[src/rtl/flash_cmd_pkg.sv]
package flash_cmd_pkg;
  localparam logic [7:0] OP_WREN   = 8'h06;
  localparam logic [7:0] OP_WRDI   = 8'h04;
  localparam logic [7:0] OP_RDSR   = 8'h05;
  localparam logic [7:0] OP_WRSR   = 8'h01;
  localparam logic [7:0] OP_READ   = 8'h03;
  localparam logic [7:0] OP_FAST   = 8'h0B;
  localparam logic [7:0] OP_PROG   = 8'h02;
  localparam logic [7:0] OP_SERASE = 8'h20;
  localparam logic [7:0] OP_BERASE = 8'hD8;
  localparam logic [7:0] OP_RDID   = 8'h9F;
  localparam logic [7:0] OP_SLEEP  = 8'hB9;
  localparam logic [7:0] OP_WAKE   = 8'hAB;

  localparam logic [7:0] ID_MAKER  = 8'h37;
  localparam logic [7:0] ID_FAMILY = 8'h30;
  localparam logic [7:0] ID_SIZE   = 8'h13;
  localparam logic [7:0] SIG_BYTE  = 8'h12;

  typedef enum logic [1:0] {
    JOB_PROG = 2'd0,
    JOB_SECT = 2'd1,
    JOB_BLK  = 2'd2,
    JOB_SREG = 2'd3
  } job_e;
endpackage

[src/rtl/spi_bit_engine.sv]
module spi_bit_engine #(
  parameter int CNT_W = 3
) (
  input  logic             clk,
  input  logic             rst_n,
  input  logic             sck,
  input  logic             cs_n,
  input  logic             mosi,
  input  logic             tx_load,
  input  logic [7:0]       tx_byte,
  output logic [7:0]       rx_byte,
  output logic             byte_done,
  output logic [CNT_W-1:0] byte_idx,
  output logic [2:0]       bit_idx,
  output logic             cs_rise,
  output logic             so
);
  logic       sck_q, cs_q, rise, fall;
  logic [6:0] sh;
  logic [7:0] tx_sh;

  assign rise      = ~cs_n & sck & ~sck_q;
  assign fall      = ~cs_n & ~sck & sck_q;
  assign byte_done = rise & (bit_idx == 3'd7);
  assign rx_byte   = {sh, mosi};
  assign cs_rise   = cs_n & ~cs_q;

  always_ff @(posedge clk or negedge rst_n) begin
    if (!rst_n) begin
      sck_q    <= 1'b0;
      cs_q     <= 1'b1;
      sh       <= '0;
      bit_idx  <= '0;
      byte_idx <= '0;
      tx_sh    <= '0;
      so       <= 1'b0;
    end else begin
      sck_q <= sck;
      cs_q  <= cs_n;
      if (cs_n) begin
        bit_idx  <= '0;
        byte_idx <= '0;
        so       <= 1'b0;
      end else if (rise) begin
        sh      <= {sh[5:0], mosi};
        bit_idx <= bit_idx + 3'd1;
        if (bit_idx == 3'd7 && byte_idx != '1) byte_idx <= byte_idx + 1'b1;
      end
      if (tx_load) begin
        tx_sh <= tx_byte;
      end else if (fall) begin
        so    <= tx_sh[7];
        tx_sh <= {tx_sh[6:0], 1'b0};
      end
    end
  end


  bit_count_chk: assert property (@(posedge clk) disable iff (!rst_n)
    (rise && bit_idx == 3'd7) |=> (bit_idx == 3'd0 || cs_n));
endmodule

[src/rtl/flash_status_ctl.sv]
module flash_status_ctl
  import flash_cmd_pkg::*;
#(
  parameter int ADDR_W = 19,
  parameter int CNT_W  = 3
) (
  input  logic              clk,
  input  logic              rst_n,
  input  logic              fire,
  input  logic [7:0]        op,
  input  logic [CNT_W-1:0]  nbytes,
  input  logic [ADDR_W-1:0] addr,
  input  logic [5:0]        sr_in,
  input  logic              op_done,
  output logic              wel,
  output logic              wip,
  output logic              dpd,
  output logic [5:0]        sr_keep,
  output logic              op_req,
  output logic [1:0]        op_kind,
  output logic [ADDR_W-1:0] op_addr
);
  localparam logic [CNT_W-1:0] N1 = CNT_W'(1);
  localparam logic [CNT_W-1:0] N2 = CNT_W'(2);
  localparam logic [CNT_W-1:0] N4 = CNT_W'(4);
  localparam logic [CNT_W-1:0] N5 = CNT_W'(5);

  logic       start;
  logic [1:0] kind;

  always_comb begin
    start = 1'b0;
    kind  = JOB_PROG;
    if (fire && wel) begin
      case (op)
        OP_PROG:   begin start = (nbytes >= N5); kind = JOB_PROG; end
        OP_SERASE: begin start = (nbytes == N4); kind = JOB_SECT; end
        OP_BERASE: begin start = (nbytes == N4); kind = JOB_BLK;  end
        OP_WRSR:   begin start = (nbytes == N2); kind = JOB_SREG; end
        default:   start = 1'b0;
      endcase
    end
  end

  always_ff @(posedge clk or negedge rst_n) begin
    if (!rst_n) begin
      wel <= 1'b0; wip <= 1'b0; dpd <= 1'b0; sr_keep <= '0;
      op_req <= 1'b0; op_kind <= '0; op_addr <= '0;
    end else if (op_done && wip) begin
      wip <= 1'b0; wel <= 1'b0; op_req <= 1'b0;
    end else if (start) begin
      wip <= 1'b0 | 1'b1; op_req <= 1'b1; op_kind <= kind; op_addr <= addr;
      if (kind == JOB_SREG) sr_keep <= sr_in;
    end else if (fire) begin
      case (op)
        OP_WREN:  if (nbytes == N1) wel <= 1'b1;
        OP_WRDI:  if (nbytes == N1) wel <= 1'b0;
        OP_SLEEP: if (nbytes == N1 && !wip) dpd <= 1'b1;
        OP_WAKE:  dpd <= 1'b0;
        default:  ;
      endcase
    end
  end


  done_clears_chk: assert property (@(posedge clk) disable iff (!rst_n)
    (op_done && wip) |=> (!wip && !wel && !op_req));

  start_needs_wel_chk: assert property (@(posedge clk) disable iff (!rst_n)
    $rose(op_req) |-> $past(wel));

  sleep_idle_chk: assert property (@(posedge clk) disable iff (!rst_n)
    $rose(dpd) |-> !$past(wip));
endmodule

[src/rtl/flash_cmd_engine.sv]
module flash_cmd_engine
  import flash_cmd_pkg::*;
#(
  parameter int ADDR_W = 19,
  parameter int CNT_W  = 3
) (
  input  logic              clk,
  input  logic              rst_n,
  input  logic              sck,
  input  logic              cs_n,
  input  logic              mosi,
  output logic              so,
  output logic              so_en,
  output logic [ADDR_W-1:0] rd_addr,
  input  logic [7:0]        rd_data,
  output logic              wr_valid,
  input  logic              wr_ready,
  output logic [ADDR_W-1:0] wr_addr,
  output logic [7:0]        wr_data,
  output logic              wr_first,
  output logic              op_req,
  output logic [1:0]        op_kind,
  output logic [ADDR_W-1:0] op_addr,
  input  logic              op_done
);
  localparam logic [CNT_W-1:0] IX_OP   = CNT_W'(0);
  localparam logic [CNT_W-1:0] IX_ID1  = CNT_W'(1);
  localparam logic [CNT_W-1:0] IX_ID2  = CNT_W'(2);
  localparam logic [CNT_W-1:0] IX_ID3  = CNT_W'(3);
  localparam logic [CNT_W-1:0] IX_DATA = CNT_W'(4);
  localparam logic [CNT_W-1:0] IX_FAST = CNT_W'(5);

  logic [7:0]        rx, tx_next, opc, sr_data;
  logic              byte_done, cs_rise, ld_p, op_ok, out_next, rd_take, fire;
  logic [CNT_W-1:0]  byte_idx;
  logic [2:0]        bit_idx;
  logic [ADDR_W-1:0] addr;
  logic              wel, wip, dpd;
  logic [5:0]        sr_keep;

  spi_bit_engine #(.CNT_W(CNT_W)) u_bits (
    .clk(clk), .rst_n(rst_n), .sck(sck), .cs_n(cs_n), .mosi(mosi),
    .tx_load(ld_p), .tx_byte(tx_next), .rx_byte(rx), .byte_done(byte_done),
    .byte_idx(byte_idx), .bit_idx(bit_idx), .cs_rise(cs_rise), .so(so)
  );

  assign fire = cs_rise & op_ok & (bit_idx == 3'd0) & (byte_idx != IX_OP);

  flash_status_ctl #(.ADDR_W(ADDR_W), .CNT_W(CNT_W)) u_stat (
    .clk(clk), .rst_n(rst_n), .fire(fire), .op(opc), .nbytes(byte_idx),
    .addr(addr), .sr_in(sr_data[7:2]), .op_done(op_done), .wel(wel),
    .wip(wip), .dpd(dpd), .sr_keep(sr_keep), .op_req(op_req),
    .op_kind(op_kind), .op_addr(op_addr)
  );

  function automatic logic accept(input logic [7:0] b, input logic sleep, input logic busy);
    if (sleep)     return b == OP_WAKE;
    else if (busy) return (b == OP_RDSR) || (b == OP_WAKE);
    else           return 1'b1;
  endfunction

  always_comb begin
    tx_next  = 8'h00;
    out_next = 1'b0;
    rd_take  = 1'b0;
    if (op_ok) begin
      case (opc)
        OP_RDSR: begin out_next = 1'b1; tx_next = {sr_keep, wel, wip}; end
        OP_RDID: begin
          out_next = 1'b1;
          if (byte_idx == IX_ID1)      tx_next = ID_MAKER;
          else if (byte_idx == IX_ID2) tx_next = ID_FAMILY;
          else if (byte_idx == IX_ID3) tx_next = ID_SIZE;
        end
        OP_READ: if (byte_idx >= IX_DATA) begin out_next = 1'b1; rd_take = 1'b1; tx_next = rd_data; end
        OP_FAST: if (byte_idx >= IX_FAST) begin out_next = 1'b1; rd_take = 1'b1; tx_next = rd_data; end
        OP_WAKE: if (byte_idx >= IX_DATA) begin out_next = 1'b1; tx_next = SIG_BYTE; end
        default: ;
      endcase
    end
  end

  always_ff @(posedge clk or negedge rst_n) begin
    if (!rst_n) begin
      ld_p <= 1'b0; op_ok <= 1'b0; opc <= '0; sr_data <= '0; addr <= '0;
      so_en <= 1'b0; wr_valid <= 1'b0; wr_addr <= '0; wr_data <= '0; wr_first <= 1'b0;
    end else begin
      ld_p <= byte_done;
      if (wr_valid && wr_ready) wr_valid <= 1'b0;
      if (byte_done) begin
        if (byte_idx == IX_OP) begin
          opc   <= rx;
          op_ok <= accept(rx, dpd, wip);
        end else if (byte_idx <= IX_ID3) begin
          addr <= {addr[ADDR_W-9:0], rx};
          if (byte_idx == IX_ID1) sr_data <= rx;
        end else if (op_ok && wel && opc == OP_PROG) begin
          wr_valid <= 1'b1;
          wr_addr  <= addr;
          wr_data  <= rx;
          wr_first <= (byte_idx == IX_DATA);
          addr     <= {addr[ADDR_W-1:8], addr[7:0] + 8'd1};
        end
      end
      if (ld_p) begin
        so_en <= out_next;
        if (rd_take) addr <= addr + 1'b1;
      end
      if (cs_n) begin
        op_ok <= 1'b0;
        so_en <= 1'b0;
      end
    end
  end

  assign rd_addr = addr;


  beat_hold_chk: assert property (@(posedge clk) disable iff (!rst_n)
    (wr_valid && !wr_ready) |=> (wr_valid && $stable(wr_data) && $stable(wr_addr)));

  quiet_deselect_chk: assert property (@(posedge clk) disable iff (!rst_n)
    cs_n |=> !so_en);

  busy_inert_chk: assert property (@(posedge clk) disable iff (!rst_n)
    (wip && byte_done && byte_idx == IX_OP && rx != OP_RDSR && rx != OP_WAKE) |=> !op_ok);
endmodule

[config.mk]
export PLATFORM = sky130hd
export DESIGN_NAME = flash_cmd_engine
export DESIGN_NICKNAME = d
export VERILOG_FILES = /design/src/rtl/flash_cmd_pkg.sv /design/src/rtl/spi_bit_engine.sv /design/src/rtl/flash_status_ctl.sv /design/src/rtl/flash_cmd_engine.sv
export SDC_FILE = /design/constraint.sdc
export NUM_CORES = 1
export LEC_CHECK = 0
export BUFFER_PORTS_ARGS = -buffer_cell sky130_fd_sc_hd__buf_2
export CAP_MARGIN = 0
export CELL_PAD_IN_SITES_DETAIL_PLACEMENT = 0
export CELL_PAD_IN_SITES_GLOBAL_PLACEMENT = 1
export CORE_UTILIZATION = 41
export DETAILED_ROUTE_END_ITERATION = 16
export GPL_ROUTABILITY_DRIVEN = 0
export GPL_TIMING_DRIVEN = 0
export PLACE_DENSITY = 0.72
export REMOVE_ABC_BUFFERS = 1
export SYNTH_ARGS = -nofsm -noshare
export SYNTH_HDL_FRONTEND = slang
export SYNTH_HIERARCHICAL = 1
export SYNTH_SLANG_ARGS = --single-unit
[constraint.sdc]
create_clock -name clk -period 2.2 [get_ports clk]
set_input_delay 0.44 -clock clk [delete_from_list [all_inputs] [get_ports clk]]
set_output_delay 0.44 -clock clk [all_outputs]
set_load 0.03 [all_outputs]
Word level (Yosys, flattened, before mapping)
Index checks and enable logic that the tools add are counted.

Bits in latches: 0. Output and inout port bits: 72. Input bits: 15. Bits in registers: 121. Memories: 0. Bits in read-only memories: 0. Bits in writable memories: 0. Word-level logic and storage cells: 163.

Bitwise logic cells: 17. Multiply operators: 0. $add $sub $neg: 4. Muxes and demuxes: 56. Shifts and indexed selects: 0. Eq/ne operators: 25. Reduce and logical (&&, ||, !) cells: 35. $lt $le $gt $ge: 3. Div/mod/pow operators: 0.

Operators with widths (count): 19-bit two-way mux (5); 8-bit two-way mux (6); 8-bit == test, second input constant (5); 8-bit one-hot mux with 5 select lines (1); 8-bit by 3-bit == test with 1-bit output, second input constant (4); 1-bit two-way mux (28); 19-bit by 1-bit adder with 19-bit output, second input constant (1); 2-bit nonzero test (9); 8-bit by 2-bit == test with 1-bit output, second input constant (2); 3-bit two-way mux (5); 6-bit two-way mux (2); 5-bit two-way mux (2); 2-bit AND reduction (5); 5-bit AND reduction (2); 1-bit bitwise AND (9); 8-bit by 1-bit adder with 8-bit output, second input constant (1); 8-bit by 1-bit == test with 1-bit output, second input constant (1); 8-bit by 4-bit == test with 1-bit output, second input constant (1); 8-bit by 6-bit == test with 1-bit output, second input constant (1); 1-bit NOT (8); 4-bit AND reduction (2); 1-bit logical AND (7); 3-bit by 1-bit adder with 3-bit output, second input constant (2); 3-bit by 2-bit == test with 1-bit output, second input constant (2); other kinds (19) (29).

Depth between registers and ports, before layout
Word-level depth: 9. Mapped depth: 10. Gate-level depth less buffers: 7.

Hierarchy
Netlist, hierarchy kept.

Modules (own cells, without submodules): flash_cmd_engine (instances 1, sequential area each 1626.6 sq um, cells an instance 311, area an instance 3484.6 sq um); flash_status_ctl (instances 1, sequential area each 750.7 sq um, cells an instance 101, area an instance 1440.1 sq um); spi_bit_engine (instances 1, sequential area each 601.8 sq um, cells an instance 95, area an instance 1083.5 sq um).

Worst setup path before layout
OpenSTA, ideal clock, no wires.

Path kind: input-to-reg. Start: in cs_n. End: reg wr_addr[0]. Data arrival time: 2.376 ns. Path slack: -0.301 ns. Library setup time: 0.125 ns. Required time: 2.075 ns. Buffers on the path: 4. Stages: 9. Cell sequence: buf_2 nor3b_2 buf_4 and2_1 nand4bb_1 or4_4 buf_6 buf_6 mux2_4.

Longest elaborated chain between the ends: 5.

RTL lines: start: declaration (RTL line flash_cmd_engine.sv:10) `input logic cs_n,`; 1-bit NOT (RTL line spi_bit_engine.sv:22) `assign rise = ~cs_n & sck & ~sck_q;`; 1-bit bitwise AND (2 in a row) (RTL line spi_bit_engine.sv:22); 1-bit bitwise AND (RTL line spi_bit_engine.sv:24) `assign byte_done = rise & (bit_idx == 3'd7);`; net byte_done (RTL line flash_cmd_engine.sv:34) `logic byte_done, cs_rise, ld_p, op_ok, out_next, rd_take, fire;`; 4-bit AND reduction (no line); end signal: assignment (RTL line flash_cmd_engine.sv:99) `wr_addr <= addr;`; end: declaration (RTL line flash_cmd_engine.sv:18) `output logic [ADDR_W-1:0] wr_addr,`.

The timed path passes the listed nets, and every way through them passes these cells. A chain may end at the register's enable or synchronous reset.

Worst setup path after layout
Start: reg opc[1]. End: reg u_stat.op_addr[12].

Longest elaborated chain between the ends: 5. Elaborated cells between the ends (all ways): 8. Classes of those cells: eq/ne (4); mux (2); reduce/logical (2).

RTL lines: start: declaration (RTL line flash_cmd_engine.sv:33) `logic [7:0] rx, tx_next, opc, sr_data;`; start signal: assignment (RTL line flash_cmd_engine.sv:92) `opc <= rx;`; 8-bit by 6-bit == test with 1-bit output or 8-bit == test (tied branches) (RTL line flash_status_ctl.sv:35) `case (op)`; 2-bit OR reduction (no line); 1-bit one-hot mux with 3 select lines * (RTL line flash_status_ctl.sv:35); 1-bit two-way mux * (RTL line flash_status_ctl.sv:34) `if (fire && wel) begin`; 2-bit AND reduction (no line) *; end signal: assignment (RTL line flash_status_ctl.sv:48) `op_req <= 1'b0; op_kind <= '0; op_addr <= '0;`; end signal: assignment (RTL line flash_status_ctl.sv:52) `wip <= 1'b0 | 1'b1; op_req <= 1'b1; op_kind <= kind; op_addr <= addr;`; end: declaration (RTL line flash_status_ctl.sv:21) `output logic [ADDR_W-1:0] op_addr`.

Every way passes the cells marked *; elsewhere a longest branch is shown, timed or not.

==> results.md <==
* Die Y at about 120 um
* Post-synth top area cell: dfrtp_1
* Clock slew at the register clock pins of the worst setup and hold paths at 50 ps
* Status: finished, violations left
* Worst hold slack at ~210 ps
* WHS Endpoint: wr_valid
* Worst rel slew slack at between 40% and 50%
* Pwr dens at between 600 and 700 mW/mm2
* Area of the multi-input gates at roughly 0.0030 mm2
* Number of synthesis warnings at 6
* Critical path capture point type: flip-flop
* Met1 Use GR at approximately 28%
* Reg2reg path depth at 6
* I/O pin count at 87
* Antenna violations before repair at 0
* Cts bufs inserted at 17
* Final routed DRC violation total at 0
* Number of synthesized flops with an enable pin at 0
* Number of max-cap violations at 0
* Worst EP arrival at between 2000 and 3000 ps
* Busiest layer in global routing: met2
* Core Area at roughly 0.014 mm2
* N_diodes at 0
* Vias at between 4000 and 5000
* FP Rows at between 40 and 50
* CP Cell Sequence: nor4b_4 > nand4_1 > a221oi_4 > o21ai_4 > clkbuf_16 > mux2_4
* DR vias/cell at just under 6
* Register bit count reported by yosys at about 120
* Gr usage total at 21.52%
* Later-pin clock latency in the skew report at around 410 ps
* FF-to-FF End: u_stat/op_addr[12]
* Synth Cell Area at ~0.0060 mm2
* Final Power at between 5000 and 6000 uW
* Starting DRT DRC Count at around 370
* Hpwl dp at 9.455 mm
* Skew final at between 8 and 9 ps
* Setup-failing EPs final at 37
* Leakage power at 0.003642 uW
* WL/cell at between 15 and 20 um
* DRT Pass-1 Iters at 7
* Max stage delay on crit path at 490 ps
* Tcrit/Tclk final at 102.5%
* Slew Limit Fails at 0
* Register area at roughly 0.003 mm2
* Hold Path Origin: wr_ready
* Initial Util at roughly 43%
* Global Route met2 Usage at around a third
* Routed wire length at around 16 mm
* CTS H-tree depth at 4
* Clock sink count at between 100 and 150
* Vias in the first global route at approximately 4400
* CTS tree: done
* Post-synthesis sequential area ratio at approximately 50%
* Fmax at roughly 0.44 GHz
* Top FF cell, synth: dfrtp_1
* Violated checks: negative setup slack
* Total global routing overflow at 0
* Deepest clock path buffer count at 2
* Ys async rst share at between 90% and 100%
* Actual slew at the worst max-slew pin at around 800 ps
* R2r startpoint: opc[1]
* First-pass GRT wire length at 24.34 mm
* Clock root buffer: clkbuf_16
* Die Wd at roughly 120 um
* Die footprint at roughly 0.015 mm2
* Filler cells at between 1000 and 1500
* Fraction of layout cells with a size suffix above 1 at 43.22%
* PnR worst setup slack at -55.65 ps
* Maximum vdd drop at 0.5270 mV
* Synth top area share at 49.15%
* Synth area leaders: dfrtp_1, mux2_4, mux2_2, a21oi_1, nand2_1
* Met3 Use GR at under 10%
* Worst path required time at between 2000 and 2500 ps
* Min-delay worst type: primary input to flip-flop
* Post-route minimum period at around 2300 ps
* Syn avg cell area at between 10 and 15 um2
* # port buffers at 86
* Largest net degree at the start of global routing at 65
* Worst setup SP type: flip-flop
* Post-synthesis instance total at between 500 and 600
* Synth unique cells at ~70
* Final nets at between 600 and 700
* Final Hold Fails at 0
* R2R setup slack at -60 ps
* Crit path max fanout at 10
* Critical-path top delay cell: dfrtp_2
* Crit Path Class: flip-flop to flip-flop
* WHS Path Cells at 2
* Routed Antenna Nets at 0
* Unrepaired setup endpoints after global routing: true
* Area grow syn2layout at 26.41%
## where the power goes
group	total (uW)	internal, uW	switching (uW)	leakage [uW]
clock	2730	1780	948	0.000286
sequential	2390	2250	142	0.00158
combinational	179	88.1	90.5	0.00178
## cells in the mapped netlist (3+ instances only)
| master | n |
|---|---|
| buf_4 | 3 |
| nor3_1 | 11 |
| nor2b_1 | 11 |
| nand2b_1 | 7 |
| and3_1 | 14 |
| and4_1 | 4 |
| clkbuf_1 | 11 |
| a211oi_1 | 3 |
| o22ai_1 | 9 |
| a31oi_1 | 11 |
| xnor2_1 | 5 |
| buf_6 | 7 |
| nand3b_1 | 4 |
| a21oi_1 | 28 |
| nand4_1 | 9 |
| xor2_1 | 5 |
| inv_1 | 11 |
| mux2_2 | 32 |
| ha_1 | 5 |
| nand2_1 | 26 |
| nand3_1 | 11 |
| dfrtp_1 | 118 |
| mux2i_1 | 6 |
| mux2_4 | 42 |
| a22oi_1 | 7 |
| buf_2 | 7 |
| nor2_1 | 22 |
| o32ai_1 | 4 |
| o21ai_0 | 13 |
| nor3b_1 | 5 |
## final cells by class
class	count	share of cell area [%]
Clock buffer	24	6.474
Clock inverter	8	1.252
Inverter	11	0.5437
Multi-Input combinational cell	353	40.13
Sequential cell	119	39.47
Tap cell	180	2.965
Timing Repair Buffer	112	9.160
## per-layer routing
metal  up-vias  part of all wire, %  wire, um
met1      2417                   45      7312
met4         0                  2.1       339
met3        22                  5.1       815
met2       166                   47      7660
met5         -                    0         0
li1       2124                    -         -
## worst max path at each step
stage                             from  slack [ps]                 end  depth (start not counted)
floorplan                       opc[5]        -470         rd_addr[15]                          4
global placement                  cs_n       -1670         rd_addr[10]                          7
detailed placement                cs_n       -1690          rd_addr[8]                          7
CTS                             opc[3]         -40  u_stat/op_addr[15]                          6
global route        u_bits/byte_idx[0]        -140     u_bits/tx_sh[5]                          6
finish                          opc[1]         -60  u_stat/op_addr[12]                          6
## through the flow
stage / cell area, um2 / worst slack, ps / instances / setup TNS (ps) / util, %
after floorplan: 5823 / -470.1 / 477 / -23460 / -
after global placement: 6479 / -1672 / 743 / -184440 / 45.96
after detailed placement: 6564 / -1685 / 746 / -86290 / 46.56
after CTS: 7403 / -42.68 / 793 / -642.6 / 52.52
after global routing: 7595 / -141.9 / 807 / -4070 / 53.88
final: 7595 / -55.65 / 807 / -965.6 / 53.88
## cell usage in the layout (no fill, tap or decap), types with 4 or more instances in the layout
master	instances
inv_1	11
or4_4	8
nor3_1	9
clkinv_2	4
nand3_1	11
nor2_1	22
o22ai_1	7
dfrtp_2	12
a21oi_1	27
and4_1	4
mux2_2	32
nand4_1	9
clkbuf_8	4
mux2i_1	6
a31oi_1	11
clkbuf_16	18
xor2_1	5
a22oi_1	7
mux2_4	42
buf_4	20
nand2b_1	7
xnor2_1	5
nand2_1	25
dfrtp_1	105
buf_2	85
nor2b_1	10
and3_1	14
o21ai_0	13
nand3b_1	4
nor3b_1	5
## worst max-delay path, delay by kind of cell (launching register included)
family          cells  cell delay (ps)
buf+inv             1              210
compound gates      2              560
simple gates        2              560
flops               1              490
mux                 1              300
## flip-flops by register name, indices dropped and copies added (netlist names), 2 cells and up
name,flops
sr_data,6
wr_data,8
wr_addr,19
u_bits/tx_sh,8
u_bits/bit_idx,3
u_stat/op_addr,19
u_bits/sh,7
u_stat/sr_keep,6
u_stat/op_kind,2
opc,8
u_bits/byte_idx,3
rd_addr,19
## cells by family after synthesis
logic type      count (synthesis)  synth area share [%]
flops                         119                 49.58
simple gates                  154                 15.76
mux                            81                 17.68
compound gates                 97                 10.70
fa+ha+maj                       5                 1.041
xor+xnor                       10                 1.458
buf+inv                        41                 3.769
## what timing repair did
item / CTS / global route
buffers inserted: 9 / 12
gates cloned: 5 / 2
setup endpoints to repair: 99 / 65
pin swaps: 12 / 11
hold endpoints to repair: 7 / 0
hold buffers: 1 / 0
resized for setup: 35 / 16
Power figures use the tool's default switching activity.
